[config.mk]
export PLATFORM = sky130hd
export DESIGN_NAME = prot_wr_unlock
export DESIGN_NICKNAME = d
export VERILOG_FILES = /design/src/rtl/prwu_pkg.sv /design/src/rtl/prwu_addr_dec.sv /design/src/rtl/prwu_unlock_ctrl.sv /design/src/rtl/prwu_err_flag.sv /design/src/rtl/prwu_prot_reg.sv /design/src/rtl/prot_wr_unlock.sv
export SDC_FILE = /design/constraint.sdc
export NUM_CORES = 1
export LEC_CHECK = 0
export ABC_CLOCK_PERIOD_IN_PS = 1650
export BUFFER_PORTS_ARGS = -buffer_cell sky130_fd_sc_hd__buf_4
export CORE_MARGIN = 3
export CORE_UTILIZATION = 44
export DETAILED_ROUTE_END_ITERATION = 10
export PLACE_DENSITY = 0.84
export SLEW_MARGIN = 10
export SYNTH_ARGS = -nofsm -noshare
export SYNTH_HDL_FRONTEND = slang
export SYNTH_SLANG_ARGS = --single-unit
[constraint.sdc]
create_clock -name clk_i -period 1.65 [get_ports clk_i]
set_input_delay 0.33 -clock clk_i [delete_from_list [all_inputs] [get_ports clk_i]]
set_output_delay 0.33 -clock clk_i [all_outputs]
set_load 0.02 [all_outputs]
[src/rtl/prwu_pkg.sv]
package prwu_pkg;
  localparam int DATA_W    = 8;
  localparam int NUM_PROT  = 2;
  localparam int IDX_CLK   = 0;
  localparam int IDX_FLASH = 1;

  typedef logic [DATA_W-1:0] byte_t;

  typedef struct packed {
    logic                cmd;
    logic                stat;
    logic [NUM_PROT-1:0] prot;
  } hit_t;
endpackage

[src/rtl/prwu_addr_dec.sv]
module prwu_addr_dec
  import prwu_pkg::*;
#(
  parameter int               ADDR_W    = 12,
  parameter logic [ADDR_W-1:0] CMD_ADDR  = 12'h800,
  parameter logic [ADDR_W-1:0] STAT_ADDR = 12'h801,
  parameter logic [ADDR_W-1:0] PROT_BASE = 12'h808
) (
  input  logic [ADDR_W-1:0] addr_i,
  output hit_t              hit_o
);
  assign hit_o.cmd  = (addr_i == CMD_ADDR);
  assign hit_o.stat = (addr_i == STAT_ADDR);

  for (genvar i = 0; i < NUM_PROT; i++) begin : g_prot_hit
    localparam logic [ADDR_W-1:0] SLOT = PROT_BASE + ADDR_W'(i);
    assign hit_o.prot[i] = (addr_i == SLOT);
  end
endmodule

[src/rtl/prwu_unlock_ctrl.sv]
module prwu_unlock_ctrl (
  input  logic clk_i,
  input  logic rst_ni,
  input  logic we_i,
  input  logic hit_cmd_i,
  input  logic hit_prot_i,
  output logic unlock_o,
  output logic grant_o,
  output logic viol_o
);
  logic unlock_q;

  // any write re-arms or drops the unlock; idle cycles hold it
  always_ff @(posedge clk_i or negedge rst_ni) begin
    if (!rst_ni)   unlock_q <= 1'b0;
    else if (we_i) unlock_q <= hit_cmd_i;
  end

  assign unlock_o = unlock_q;
  assign grant_o  = we_i && hit_prot_i && unlock_q;
  assign viol_o   = we_i && hit_prot_i && !unlock_q;

  a_r2_cmd_arms: assert property (@(posedge clk_i) disable iff (!rst_ni)
    (we_i && hit_cmd_i) |=> unlock_o);
  a_r6_write_consumes: assert property (@(posedge clk_i) disable iff (!rst_ni)
    (we_i && !hit_cmd_i) |=> !unlock_o);
  a_r7_idle_holds: assert property (@(posedge clk_i) disable iff (!rst_ni)
    !we_i |=> $stable(unlock_o));
  a_r9_one_grant: assert property (@(posedge clk_i) disable iff (!rst_ni)
    grant_o |=> !grant_o);
endmodule

[src/rtl/prwu_err_flag.sv]
module prwu_err_flag (
  input  logic clk_i,
  input  logic rst_ni,
  input  logic viol_i,
  input  logic stat_wr_i,
  input  logic stat_bit_i,
  output logic err_o
);
  logic err_q;

  always_ff @(posedge clk_i or negedge rst_ni) begin
    if (!rst_ni)                      err_q <= 1'b0;
    else if (viol_i)                  err_q <= 1'b1;
    else if (stat_wr_i && !stat_bit_i) err_q <= 1'b0;
  end

  assign err_o = err_q;

  a_r4_viol_sets: assert property (@(posedge clk_i) disable iff (!rst_ni)
    viol_i |=> err_o);
  a_r5_sticky: assert property (@(posedge clk_i) disable iff (!rst_ni)
    (err_o && !(stat_wr_i && !stat_bit_i)) |=> err_o);
  a_r5_clear: assert property (@(posedge clk_i) disable iff (!rst_ni)
    (stat_wr_i && !stat_bit_i && !viol_i) |=> !err_o);
endmodule

[src/rtl/prwu_prot_reg.sv]
module prwu_prot_reg
  import prwu_pkg::*;
#(
  parameter byte_t RST_VAL = '0
) (
  input  logic  clk_i,
  input  logic  rst_ni,
  input  logic  wr_i,
  input  byte_t wdata_i,
  output byte_t q_o
);
  byte_t q;

  always_ff @(posedge clk_i or negedge rst_ni) begin
    if (!rst_ni)   q <= RST_VAL;
    else if (wr_i) q <= wdata_i;
  end

  assign q_o = q;
endmodule

[src/rtl/prot_wr_unlock.sv]
module prot_wr_unlock
  import prwu_pkg::*;
#(
  parameter int                        ADDR_W    = 12,
  parameter logic [ADDR_W-1:0]         CMD_ADDR  = 12'h800,
  parameter logic [ADDR_W-1:0]         STAT_ADDR = 12'h801,
  parameter logic [ADDR_W-1:0]         PROT_BASE = 12'h808,
  parameter logic [NUM_PROT*DATA_W-1:0] PROT_RST = '0
) (
  input  logic              clk_i,
  input  logic              rst_ni,
  input  logic [ADDR_W-1:0] addr_i,
  input  logic              we_i,
  input  logic [7:0]        wdata_i,
  output logic [7:0]        rdata_o,
  output logic [7:0]        clk_ctrl_o,
  output logic [7:0]        flash_mode_o,
  output logic              prot_err_o
);
  hit_t                      hit;
  logic                      unlock, grant, viol, err;
  logic [NUM_PROT-1:0][DATA_W-1:0] prot_q;

  prwu_addr_dec #(
    .ADDR_W(ADDR_W), .CMD_ADDR(CMD_ADDR), .STAT_ADDR(STAT_ADDR), .PROT_BASE(PROT_BASE)
  ) u_dec (
    .addr_i(addr_i),
    .hit_o (hit)
  );

  prwu_unlock_ctrl u_unlock (
    .clk_i     (clk_i),
    .rst_ni    (rst_ni),
    .we_i      (we_i),
    .hit_cmd_i (hit.cmd),
    .hit_prot_i(|hit.prot),
    .unlock_o  (unlock),
    .grant_o   (grant),
    .viol_o    (viol)
  );

  prwu_err_flag u_err (
    .clk_i     (clk_i),
    .rst_ni    (rst_ni),
    .viol_i    (viol),
    .stat_wr_i (we_i && hit.stat),
    .stat_bit_i(wdata_i[0]),
    .err_o     (err)
  );

  for (genvar i = 0; i < NUM_PROT; i++) begin : g_prot
    prwu_prot_reg #(
      .RST_VAL(PROT_RST[i*DATA_W +: DATA_W])
    ) u_reg (
      .clk_i  (clk_i),
      .rst_ni (rst_ni),
      .wr_i   (grant && hit.prot[i]),
      .wdata_i(wdata_i),
      .q_o    (prot_q[i])
    );

    a_r3_locked_hold: assert property (@(posedge clk_i) disable iff (!rst_ni)
      (we_i && hit.prot[i] && !unlock) |=> $stable(prot_q[i]));
    a_r2_unlocked_load: assert property (@(posedge clk_i) disable iff (!rst_ni)
      (we_i && hit.prot[i] && unlock) |=> (prot_q[i] == $past(wdata_i)));
  end

  // command register is write-only and unmapped offsets read zero
  always_comb begin
    rdata_o = '0;
    if (hit.stat) rdata_o[0] = err;
    for (int i = 0; i < NUM_PROT; i++)
      if (hit.prot[i]) rdata_o = prot_q[i];
  end

  assign clk_ctrl_o   = prot_q[IDX_CLK];
  assign flash_mode_o = prot_q[IDX_FLASH];
  assign prot_err_o   = err;

  a_r8_cmd_reads_zero: assert property (@(posedge clk_i) disable iff (!rst_ni)
    hit.cmd |-> (rdata_o == 8'h00));
  a_r4_stat_upper_zero: assert property (@(posedge clk_i) disable iff (!rst_ni)
    hit.stat |-> (rdata_o[7:1] == 7'h00));
endmodule

==> impl_results.md <==
* CP top delay family: simple AND/OR/NAND/NOR gates
* Num rows at 16
* Crit. End Element: output port
* Crit path launch: addr_i[4]
* Failing checks: setup timing
* Worst-Skew Late Latency at 0.30 ns
* Max Clock Skew at 0.0108 ns
* Cell Area, Synth at 937 um2
* Final setup viols at 24
* Power per cell area at 481 nW/um2
* Critical path's slowest cell: nor4_4
* Crit path buf inv count at 4
* Post-synth cell types at 23
* Area Growth Syn to Fin at 89.3%
* Critical path peak fanout at 4
* R2R Setup Slk at 0.05 ns
* Initial antenna violation count at 0
* HP Start: wdata_i[1]
* Status: finished, violations left
* Avg Cell Area, Syn at 12.5 um2
* Nets at 170
* Syn Inst Count at 75
* Fmax at 543 MHz
* GRT Overall Usage at 23.8%
* Pre-Repair DR Iteration Count at 4
* Fillcell total at 95
* Vias in the first global route at 967
* DR iter-0 viols at 16
* CP dominant cell by count: buf_6
* Unrepaired setup endpoints after global routing: yes
* Worst path cell trace: buf_6, buf_6, nor4_4, nand4_1, buf_6, nor2_4, buf_6
* Vias per cell at 5.65
* Minimum clock period at 1.84 ns
* Root buffer cell: clkbuf_4
* Sequential Area at 450 um2
* Slew margin rel. at 75.8%
* CTS Buf Count at 3
* Initial Util at 47.3%
* Crit path kind: in -> out
* Leakage power at 0.859 nW
* Worst Max-Slew Pin Slew at 0.352 ns
* Area of the multi-input gates at 639 um2
* Clock Sinks at 18
* Reg2reg start: u_unlock.unlock_o$_DFFE_PN0P_
* Max_cap viols at 0
* Setup WS pre-CTS at -0.340 ns
* #FFs+latches synth at 18
* Worst reg2reg path depth at 4
* Met1 usage at 28.0%
* Yosys warning count at 0
* Htree depth at 1
* Routed wire length at 3.61 mm
* Die ar. at 2720 um2
* Core area at 1980 um2
* Die width at 52.2 um
* Die height at 52.2 um
* Total grt overflow at 0
* Min-Delay Path Depth at 2
* CTS tree: built
* Largest net degree at the start of global routing at 19
* Register area share after synthesis at 48.1%
* Post-route ant nets at 0
* Drc violations at 0
* Maximum vdd drop at 730 uV
* Delay of the slowest cell on the worst path at 0.30 ns
* RR Endpoint: g_prot[0].u_reg.q_o[7]$_DFFE_PN0P_
* Wirelength per Cell at 20.9 um
* Clock Path Buffers at 2
* Fin worst setup slack at -0.192 ns
* Worst hold endpoint: g_prot[1].u_reg.q_o[1]$_DFFE_PN0P_
* Critical path required time at 1.32 ns
* Share of cells above drive strength 1 at 71.9%
* Hold Crit Class: in -> reg
* Tcrit/Tclk final at 112%
* Clock slew at reported path FFs at 0.11 ns
* Synth Net Count at 98
* Via Count at 978
* Final hold violations at 0
* Pwr Total at 0.000853 W
* Met2 Use GR at 42.5%
* First-pass GRT wire length at 4.66 mm
* Post-DP HPWL at 2.05 mm
* Busiest metal layer after global routing: met2
* Worst EP arrival at 1.51 ns
* # port buffers at 47
* I/O Pins at 48
* Slew Limit Fails at 0
* CP Launch Type: primary input
* GPL Wtd Cong at 0.781
* Final core occ at 89.5%
* Setup TNS at -2.81 ns
* Met3 GRT Util at 4.87%
* Diode count at 0
-- cell usage in the layout (no fill, tap or decap), types with 2 or more instances in the layout --
cell,n
buf_6,22
nand4_1,4
clkbuf_4,3
nor4_4,3
buf_4,47
mux2_4,16
nand3b_1,2
dfrtp_1,18
mux2i_1,7
nor2_4,7
-- routing by layer --
layer	up-vias	routed length, um	part of all wire [%]
li1	424	-	-
met1	493	1400	39
met2	51	1890	52
met3	10	226	6.3
met4	0	95	2.6
met5	-	0	0
-- worst register-to-register path, delay by kind of cell (launching register included) --
family / cells / cell delay (ns)
AND/OR/NAND/NOR: 2 / 0.58
multiplexers: 1 / 0.29
flip-flops: 1 / 0.42
buffers and inverters: 1 / 0.20
-- layout make-up --
class                   count  area share [%]
inverters                   1           0.212
multi-input cells          53            36.0
clock buffers               4            2.05
well taps                  27            1.90
repair buffers             70            34.4
flip-flops and latches     18            25.4
-- where the power goes --
| part | total [W] | switching [W] | internal, W | leakage (nW) |
|---|---|---|---|---|
| Sequential | 0.000442 | 0.000000390 | 0.000441 | 0.252 |
| Combinational | 0.000137 | 0.0000610 | 0.0000764 | 0.587 |
| Clock | 0.000274 | 0.000140 | 0.000134 | 0.0210 |
| Total | 0.000853 | 0.000201 | 0.000652 | 0.859 |
-- stage by stage --
| step | area (um2) | instances | hold WS [ns] |
|---|---|---|---|
| final | 1770 | 173 | 0.270 |
| after CTS | 1710 | 173 | 0.254 |
| after global routing | 1770 | 173 | 0.259 |
| after detailed placement | 1520 | 164 | 0.209 |
| after floorplan | 1010 | 75 | 0.0344 |
| after global placement | 1520 | 164 | 0.206 |
-- registers in the layout, summed over array words and instances (netlist names) --
signal	cells
g_prot.u_reg.q_o	16
u_err.err_o	1
u_unlock.unlock_o	1
-- synthesized netlist by cell type --
cell type	count	share of area, %
dfrtp_1	18	48
mux2_2	17	20
nor2_1	8	3.2
mux2i_1	7	7.5
nand4_1	4	2.7
nand3b_1	2	1.6
nor4_1	2	1.3
nor4_4	2	4.5
a2111oi_0	1	0.93
a21o_1	1	0.80
buf_1	1	0.40
buf_2	1	0.53
clkbuf_1	1	0.40
inv_1	1	0.40
nand2_1	1	0.40
nand4b_1	1	0.93
nor3b_1	1	0.80
nor4b_1	1	0.93
nor4bb_1	1	1.1
o21ai_0	1	0.53
or2_2	1	0.67
or4_1	1	0.80
or4b_1	1	1.1
-- cells by family after synthesis --
logic type | share of synthesized area [%]
flops | 48.1
simple gates | 20.0
buf+inv | 1.73
compound gates | 2.27
mux | 27.9
-- what timing repair did --
action,CTS,global route
buffers inserted,4,2
setup endpoints to repair,14,24
gates resized for setup,30,18
endpoints found under the hold margin,18,0
hold buffers,1,0
pin swaps,9,6
-- worst max-delay path by stage --
stage                                                     to  slack (ns)  cells past startpoint
after floorplan           g_prot[1].u_reg.q_o[0]$_DFFE_PN0P_       -0.19                      3
after global placement    g_prot[0].u_reg.q_o[3]$_DFFE_PN0P_       -0.31                      6
after detailed placement  g_prot[0].u_reg.q_o[2]$_DFFE_PN0P_       -0.34                      6
after CTS                                         rdata_o[0]       -0.28                      5
after global routing                              rdata_o[2]       -0.22                      7
final                                             rdata_o[1]       -0.19                      7
Note: power is estimated with default switching activity, not from simulation.
